[src/rtl/eag_pkg.sv]
package eag_pkg;

    localparam int INST_W = 32;
    localparam int OPC_W  = 7;
    localparam int RSEL_W = 4;
    localparam int IDX_W  = 3;
    localparam int REF_W  = 17;
    localparam int LOW_W  = 16;

    // Instruction layout, most significant field first
    typedef struct packed {
        logic               ind;
        logic [OPC_W-1:0]   opc;
        logic [RSEL_W-1:0]  rsel;
        logic [IDX_W-1:0]   idx;
        logic [REF_W-1:0]   refa;
    } inst_t;

    typedef enum logic [1:0] {
        ST_IDLE     = 2'd0,
        ST_IND_REQ  = 2'd1,
        ST_IND_WAIT = 2'd2,
        ST_DONE     = 2'd3
    } eag_state_e;

    function automatic inst_t unpack_inst(input logic [INST_W-1:0] w);
        return inst_t'(w);
    endfunction

    function automatic logic index_enabled(input logic [IDX_W-1:0] s);
        return s != '0;
    endfunction

endpackage

[src/rtl/eag_decode.sv]
module eag_decode
    import eag_pkg::*;
(
    input  logic [INST_W-1:0] word,
    output inst_t             fields
);
    always_comb begin
        fields = unpack_inst(word);
    end
endmodule

[src/rtl/eag_addr_form.sv]
module eag_addr_form
    import eag_pkg::*;
#(
    parameter int EXT_W   = 6,
    parameter int XDATA_W = 32,
    localparam int PA_W   = LOW_W + EXT_W
)(
    input  logic [REF_W-1:0]   refa,
    input  logic               ext_mode,
    input  logic [EXT_W-1:0]   ext_val,
    input  logic               use_idx,
    input  logic [XDATA_W-1:0] xdata,
    output logic [PA_W-1:0]    pa
);
    logic [PA_W-1:0]  xv_full;
    logic [PA_W-1:0]  xv;
    logic [PA_W-1:0]  base_ext;
    logic [PA_W-1:0]  sum_ext;
    logic [REF_W-1:0] sum_nrm;

    generate
        if (XDATA_W >= PA_W) begin : g_trunc
            assign xv_full = xdata[PA_W-1:0];
            if (XDATA_W > PA_W) begin : g_hi
                logic unused_xhi;
                assign unused_xhi = ^xdata[XDATA_W-1:PA_W];
            end
        end else begin : g_zext
            assign xv_full = {{(PA_W-XDATA_W){1'b0}}, xdata};
        end
    endgenerate

    always_comb begin
        xv = use_idx ? xv_full : '0;
        if (refa[REF_W-1])
            base_ext = {ext_val, refa[LOW_W-1:0]};
        else
            base_ext = {{EXT_W{1'b0}}, refa[LOW_W-1:0]};
        sum_ext = base_ext + xv;
        sum_nrm = refa + xv[REF_W-1:0];
        pa = ext_mode ? sum_ext : {{(PA_W-REF_W){1'b0}}, sum_nrm};
    end
endmodule

[src/rtl/eag_ctrl.sv]
module eag_ctrl
    import eag_pkg::*;
(
    input  logic       clk,
    input  logic       rst,
    input  logic       start,
    input  logic       is_ind,
    input  logic       mem_ack,
    input  logic       mem_rvalid,
    input  logic       ack,
    output eag_state_e state
);
    eag_state_e nxt;

    always_comb begin
        nxt = state;
        unique case (state)
            ST_IDLE:     if (start)      nxt = is_ind ? ST_IND_REQ : ST_DONE;
            ST_IND_REQ:  if (mem_ack)    nxt = ST_IND_WAIT;
            ST_IND_WAIT: if (mem_rvalid) nxt = ST_DONE;
            ST_DONE:     if (ack)        nxt = ST_IDLE;
            default:                     nxt = ST_IDLE;
        endcase
    end

    always_ff @(posedge clk) begin
        if (rst) state <= ST_IDLE;
        else     state <= nxt;
    end


    wait_entry_chk: assert property (@(posedge clk) disable iff (rst)
        (state == ST_IND_WAIT) |-> ($past(state) == ST_IND_REQ || $past(state) == ST_IND_WAIT));


    done_exit_chk: assert property (@(posedge clk) disable iff (rst)
        ($past(state) == ST_DONE && state == ST_IDLE) |-> $past(ack));
endmodule

[src/rtl/eaddr_unit.sv]
module eaddr_unit
    import eag_pkg::*;
#(
    parameter int EXT_W   = 6,
    parameter int XDATA_W = 32,
    localparam int PA_W   = LOW_W + EXT_W
)(
    input  logic                clk,
    input  logic                rst,
    input  logic                start,
    input  logic [INST_W-1:0]   inst,
    input  logic                ext_mode,
    input  logic [EXT_W-1:0]    ext_base,
    output logic [IDX_W-1:0]    xsel,
    input  logic [XDATA_W-1:0]  xdata,
    output logic                mem_req,
    output logic [PA_W-1:0]     mem_addr,
    input  logic                mem_ack,
    input  logic                mem_rvalid,
    input  logic [INST_W-1:0]   mem_rdata,
    output logic                done,
    input  logic                ack,
    output logic [PA_W-1:0]     ea,
    output logic [OPC_W-1:0]    opcode,
    output logic [RSEL_W-1:0]   rfield
);
    eag_state_e         st;
    inst_t              in_f;
    inst_t              q_f;
    logic               mode_q;
    logic [EXT_W-1:0]   ext_q;
    logic [PA_W-1:0]    ptr_q;
    logic [PA_W-1:0]    ea_q;
    logic [OPC_W-1:0]   opc_q;
    logic [RSEL_W-1:0]  rs_q;

    logic               idle;
    logic               accept;
    logic               fin_load;
    logic [REF_W-1:0]   fin_ref;
    logic               fin_mode;
    logic [EXT_W-1:0]   fin_ext;
    logic [IDX_W-1:0]   cur_idx;
    logic [PA_W-1:0]    ptr_pa;
    logic [PA_W-1:0]    fin_pa;
    logic [XDATA_W-1:0] zero_x;

    logic unused_bits;
    assign unused_bits = q_f.ind ^ (^q_f.refa) ^ (^mem_rdata[INST_W-1:REF_W]);

    eag_decode u_dec (
        .word   (inst),
        .fields (in_f)
    );

    eag_ctrl u_ctrl (
        .clk        (clk),
        .rst        (rst),
        .start      (start),
        .is_ind     (in_f.ind),
        .mem_ack    (mem_ack),
        .mem_rvalid (mem_rvalid),
        .ack        (ack),
        .state      (st)
    );

    assign idle     = (st == ST_IDLE);
    assign accept   = idle && start;
    assign fin_load = (accept && !in_f.ind) || (st == ST_IND_WAIT && mem_rvalid);
    assign zero_x   = '0;

    always_comb begin
        fin_ref  = idle ? in_f.refa : mem_rdata[REF_W-1:0];
        fin_mode = idle ? ext_mode  : mode_q;
        fin_ext  = idle ? ext_base  : ext_q;
        cur_idx  = idle ? in_f.idx  : q_f.idx;
    end

    assign xsel = cur_idx;

    // Pointer address: mapped reference, never indexed
    eag_addr_form #(.EXT_W(EXT_W), .XDATA_W(XDATA_W)) u_ptr (
        .refa     (in_f.refa),
        .ext_mode (ext_mode),
        .ext_val  (ext_base),
        .use_idx  (1'b0),
        .xdata    (zero_x),
        .pa       (ptr_pa)
    );

    // Final address: mapped reference plus selected index
    eag_addr_form #(.EXT_W(EXT_W), .XDATA_W(XDATA_W)) u_fin (
        .refa     (fin_ref),
        .ext_mode (fin_mode),
        .ext_val  (fin_ext),
        .use_idx  (index_enabled(cur_idx)),
        .xdata    (xdata),
        .pa       (fin_pa)
    );

    always_ff @(posedge clk) begin
        if (rst) begin
            q_f    <= '0;
            mode_q <= 1'b0;
            ext_q  <= '0;
            ptr_q  <= '0;
            ea_q   <= '0;
            opc_q  <= '0;
            rs_q   <= '0;
        end else begin
            if (accept) begin
                q_f    <= in_f;
                mode_q <= ext_mode;
                ext_q  <= ext_base;
                ptr_q  <= ptr_pa;
            end
            if (fin_load) begin
                ea_q  <= fin_pa;
                opc_q <= idle ? in_f.opc  : q_f.opc;
                rs_q  <= idle ? in_f.rsel : q_f.rsel;
            end
        end
    end

    assign mem_req  = (st == ST_IND_REQ);
    assign mem_addr = ptr_q;
    assign done     = (st == ST_DONE);
    assign ea       = ea_q;
    assign opcode   = opc_q;
    assign rfield   = rs_q;


    done_hold_chk: assert property (@(posedge clk) disable iff (rst)
        (done && !ack) |=> (done && $stable(ea) && $stable(opcode) && $stable(rfield)));


    ack_release_chk: assert property (@(posedge clk) disable iff (rst)
        (done && ack) |=> !done);


    req_hold_chk: assert property (@(posedge clk) disable iff (rst)
        (mem_req && !mem_ack) |=> (mem_req && $stable(mem_addr)));


    req_excl_chk: assert property (@(posedge clk) disable iff (rst)
        mem_req |-> !done);


    plain_width_chk: assert property (@(posedge clk) disable iff (rst)
        (done && !mode_q) |-> (ea[PA_W-1:REF_W] == '0));


    reset_quiet_chk: assert property (@(posedge clk)
        $past(rst) |-> (!done && !mem_req));
endmodule

[config.mk]
export PLATFORM = sky130hd
export DESIGN_NAME = eaddr_unit
export DESIGN_NICKNAME = d
export VERILOG_FILES = /design/src/rtl/eag_pkg.sv /design/src/rtl/eag_decode.sv /design/src/rtl/eag_addr_form.sv /design/src/rtl/eag_ctrl.sv /design/src/rtl/eaddr_unit.sv
export SDC_FILE = /design/constraint.sdc
export NUM_CORES = 1
export LEC_CHECK = 0
export BUFFER_PORTS_ARGS = -buffer_cell sky130_fd_sc_hd__clkbuf_2
export CAP_MARGIN = 5
export CORE_MARGIN = 4
export CORE_UTILIZATION = 45
export DETAILED_ROUTE_END_ITERATION = 10
export PLACE_DENSITY_LB_ADDON = 0.1
export SYNTH_ARGS = -nofsm -noshare
export SYNTH_HDL_FRONTEND = slang
export SYNTH_HIERARCHICAL = 1
export SYNTH_SLANG_ARGS = --single-unit
[constraint.sdc]
create_clock -name clk -period 10.3 [get_ports clk]
set_input_delay 0 -clock clk [delete_from_list [all_inputs] [get_ports clk]]
set_output_delay 0 -clock clk [all_outputs]
set_load 0.005 [all_outputs]
== Word level (Yosys, flattened, before mapping) ==
Index checks and enable logic that the tools add are counted.
Word-level totals
  flip-flop bits (word level): 78
  input bits: 109
  output and inout port bits: 60
  logic and storage cells: 44
Cells by class
  add/subtract/negate cells: 2
  equal/unequal tests: 7
  muxes and demuxes: 17
  reductions and logical operators: 8
Operators by type and width (number)
  $mux 22: 5
  $add 22x22->22: 1
  $add 17x17->17: 1
  $mux 17: 1
  $mux 2: 5
  $pmux 2 s4: 1
  $mux 7: 1
  $mux 6: 1
  $eq 2x2->1 const B: 2
  $mux 4: 1
  $ne 2x1->1 const B: 2
  $ne 2x2->1 const B: 2
  $reduce_and 4->1: 1
  $logic_and 1x1->1: 3
  $mux 3: 1
  $reduce_bool 3->1: 1
  $eq 2x1->1 const B: 1
  $logic_not 2->1: 1
  $logic_not 1->1: 1
  $logic_or 1x1->1: 1
  $mux 1: 1

== Longest topological paths before layout ==
  depth after elaboration: 6
  mapped depth: 19
  depth with buffers taken out: 15

== By module ==
The synthesis kept the hierarchy.
By module, submodules not included
  eaddr_unit: instances 1, cells each 394, area an instance 3306.9 µm², seq. area each 1521.5 µm²
  eag_addr_form at u_fin: instances 1, cells each 203, area an instance 1428.9 µm², seq. area each 0.0 µm²
  eag_addr_form at u_ptr: instances 1, cells each 190, area an instance 1302.5 µm², seq. area each 0.0 µm²
  eag_decode: instances 1, cells each 32, area an instance 240.2 µm², seq. area each 0.0 µm²
  eag_ctrl: instances 1, cells each 21, area an instance 220.2 µm², seq. area each 40.0 µm²

== Least setup slack after synthesis ==
No wires, ideal clock.
  path kind: register to register
  start: reg u_ctrl.state[1]
  end: reg ea_q[14] (netlist: ea[14])
  setup time: 0.132 ns
  arrival time: 3.409 ns
  data required time: 10.168 ns
  setup slack: 6.759 ns
  cell stages (with the launch flop): 20
  path buffers: 4
  clock period less this slack: 3.541 ns
  path through: dfxtp_1 > buf_6 > nor2_2 > buf_4 > buf_4 > nor3_1 > o21bai_1 > clkbuf_1 > and2_1 > ha_1 > inv_1 > fa_1 > nand2b_1 > a21oi_2 > a2111oi_4 > o31ai_4 > a2111oi_2 > a311o_1 > o21ai_0 > a21oi_1
On the way
  longest elaborated chain between the ends: 6
  elaborated cells between the ends (all ways): 15
  those cells by class: add/sub (2); eq/ne (1); mux (6); reduce/logical (6)
RTL lines
  start: declaration: RTL line eag_ctrl.sv:11  | output eag_state_e state
  start signal: assignment: RTL line eag_ctrl.sv:28  | else state <= nxt;
  $logic_not 2->1 *: RTL line eaddr_unit.sv:67  | assign idle = (st == ST_IDLE);
  $mux 3: RTL line eaddr_unit.sv:76  | cur_idx = idle ? in_f.idx : q_f.idx;
  $reduce_bool 3->1: RTL line eag_pkg.sv:31  | return s != '0;
  $mux 22: RTL line eag_addr_form.sv:34  | xv = use_idx ? xv_full : '0;
  $add 22x22->22 / $add 17x17->17 (equally long branches): RTL line eag_addr_form.sv:39, eag_addr_form.sv:40
  $mux 22 *: RTL line eag_addr_form.sv:41  | pa = ext_mode ? sum_ext : {{(PA_W-REF_W){1'b0}}, sum_nrm};
  net fin_pa[14]: RTL line eaddr_unit.sv:45  | logic [PA_W-1:0] fin_pa;
  end signal: assignment: RTL line eaddr_unit.sv:118  | ea_q <= fin_pa;
  end: declaration: RTL line eaddr_unit.sv:33  | logic [PA_W-1:0] ea_q;
Mark *: on every way through the listed nets, which the timed path passes. The rest lies on a longest branch.
A chain may end at the register's enable or synchronous reset.

== Worst setup path after layout ==
Ends and elaborated chain as after synthesis.

==> results.json <==
{
  "min_to": "mem_addr[0]",
  "synthCells": 840,
  "holdBufCountCts": 21,
  "vias_per_cell": 5.24,
  "synth_ff_type": "dfxtp_1",
  "cts_inserted_buffers": 9,
  "synth_edf_count": 0,
  "rsz0062_at_grt": "false",
  "rows": 43,
  "yosysTopAreaCell": "dfxtp_1",
  "relSlewSlack": 0.276,
  "r2r_cells": 17,
  "worst_pin_slew_ps": 1090,
  "cts_num_sinks": 78,
  "final_common_cell": "clkbuf_2",
  "drive_gt1_frac": 0.231,
  "vias": 6024,
  "fmax_mhz": 265,
  "yosysSeqAreaShare": 0.240,
  "synthArstFlopShare": 0,
  "syn_area_um2": 6500,
  "fin_tns_setup_ps": 0,
  "p_leak_nw": 3.46,
  "die_w_um": 128,
  "finalHoldViolCount": 0,
  "worst_ep_required_time_ps": 10570,
  "hold_depth": 4,
  "ant_nets": 0,
  "clockBufferDepth": 2,
  "maxSlewViolCount": 0,
  "place_area_um2": 7110,
  "cts_tree": "done",
  "ys_ff_latch": 78,
  "clk_pin_slew_ps": 70,
  "yosysTopAreaCellShare": 0.240,
  "ys_top_cells_by_area": "dfxtp_1 (24%), ha_1 (8.9%), a21oi_1 (7.9%)",
  "ir_worst_vdd_v": 0.000135,
  "end_kind": "register",
  "place_inst": 1113,
  "skew_ps": 8.80,
  "routed_wl_mm": 17.4,
  "grt_pass1_vias": 5509,
  "avgSynthCellArea_um2": 7.74,
  "hp-start": "inst[0]",
  "post_cts_resized": 0,
  "finalPower_mw": 1.96,
  "grt_pass1_wl_mm": 28.0,
  "gr-total-overflow": 0,
  "grt_usage": 0.207,
  "hpwl_mm": 12.7,
  "r2r_end": "ea[14]",
  "start_util": 0.465,
  "wl_per_cell_um": 15.1,
  "htreeDepth": 3,
  "finalCritPeriodShare": 0.367,
  "status": "completed",
  "maxCapViolCount": 0,
  "setup_viol": 0,
  "startpoint_type": "register",
  "nets": 1122,
  "cellPowerDensity_nw_per_um2": 258,
  "clk_latency_ps": 350,
  "drc": 0,
  "cts_setup_buffers": 0,
  "port_buffers": 143,
  "pin_count": 169,
  "dieHeight_um": 128,
  "layout_min_cycle_time_ps": 3780,
  "antenna_found_initial": 0,
  "synth_cell_types": 72,
  "min_path_type": "input port to register",
  "gp_congestion": 0.912,
  "yosysWarnings": 6,
  "path_max_fanout": 24,
  "critical_path_class": "register to register",
  "fillers": 1427,
  "core_area_um2": 14000,
  "diodes": 0,
  "stdcell_area_um2": 7620,
  "drt-pass1-iter-count": 7,
  "first_iter_violations": 334,
  "root_buffer": "clkbuf_16",
  "stdcell_count": 1150,
  "dieArea_um2": 16400,
  "ff2ff_setup_slack_ps": 6520,
  "final_cell_mix": "clkbuf_2 (143), nand2_1 (133), a21oi_1 (103), dfxtp_1 (78), and2_1 (53)",
  "areaGrowthSynthToFinish_pct": 17.3,
  "grt_max_degree": 80,
  "reg2reg_from": "u_ctrl/state[1]",
  "cp.arrival_ps": 4040
}
==> metal layers <==
layer,up-vias,part of all wire,GRT usage
li1,3144,-,-
met3,23,0.051,0.0404
met4,0,0.015,0.0549
met2,139,0.46,0.332
met5,-,0,0
met1,2718,0.47,0.285
==> worst max-delay path: stages, from the launching register on <==
cell and delay, ps:
dfxtp_1 290, buf_4 220, nor2_4 190, mux2_2 360, o21bai_1 150, buf_4 200, and2_1 160, ha_1 190
inv_1 70, fa_1 180, nand2b_1 150, a21oi_2 90, a2111oi_4 430, o31ai_4 180, a2111oi_2 370, a311o_1 200
o21ai_0 90, a21oi_1 160
==> worst max-delay path by stage <==
stage,start,end,slack [ps],cells after the start
after global placement,u_ctrl/state[1],ea[14],6550,17
after global routing,u_ctrl/state[0],ea[16],6200,17
after CTS,u_ctrl/state[1],ea[14],6490,17
after floorplan,u_ctrl/state[1],ea[14],6760,19
after detailed placement,u_ctrl/state[1],ea[14],6500,17
final,u_ctrl/state[1],ea[14],6520,17
==> cells in the mapped netlist (5+ instances only) <==
cell type / instances
nand3_1: 33
a31oi_1: 6
a21oi_1: 103
nor2_1: 23
and2_1: 53
xnor2_1: 23
buf_6: 5
o211ai_1: 7
inv_1: 20
mux2_2: 27
clkbuf_1: 27
dfxtp_1: 78
buf_2: 15
a21o_1: 18
a311oi_2: 8
xor2_1: 10
nor3_1: 18
nand4_1: 6
nand2b_1: 13
nand2_1: 133
or3_1: 5
o21a_1: 5
ha_1: 46
and3_1: 5
buf_4: 34
o21ai_0: 48
nor2b_1: 5
==> stage by stage <==
step	utilization	hold WS, ps	setup slack [ps]
4_1_cts	0.545	74.8	6490
2_1_floorplan	-	136	6760
5_1_grt	0.545	114	6200
6_report	0.545	77.0	6520
3_3_place_gp	0.508	242	6550
3_5_place_dp	0.508	244	6500
==> power breakdown <==
| part | internal [mW] | leakage [nW] | total, mW | switching [mW] |
|---|---|---|---|---|
| combinational | 0.515 | 2.67 | 1.20 | 0.689 |
| clock | 0.191 | 0.151 | 0.330 | 0.140 |
| sequential | 0.386 | 0.639 | 0.429 | 0.0429 |
| total | 1.09 | 3.46 | 1.96 | 0.871 |
==> cell type report <==
class / count / area, um^2 / area share
clock buffers: 9 / 225 / 0.0296
inverters: 20 / 75.1 / 0.00985
clock inverters: 7 / 78.8 / 0.0103
flip-flops and latches: 78 / 1560 / 0.205
multi-input cells: 684 / 4470 / 0.586
well taps: 180 / 225 / 0.0296
repair buffers: 172 / 986 / 0.129
==> registers in the layout, summed over array words and instances (netlist names) <==
name and flops:
rfield 4, u_ctrl/state 2, mem_addr 22, ext_q 6, q_f 14, opcode 7
ea 22, mode_q 1
==> logic make-up (layout without fill, tap and decap cells) <==
logic type	after synthesis	count (layout)	share of synthesized area
other	1	26	0.000577
and+or+nand+nor	313	313	0.240
AOI/OAI and AO/OA	232	232	0.236
muxes	32	32	0.0553
adders and majority gates	48	48	0.0947
xor gates and xnor gates	33	33	0.0445
buffers and inverters	103	208	0.0882
DFF	78	78	0.240
No activity file was read; power rests on OpenSTA's default activity.
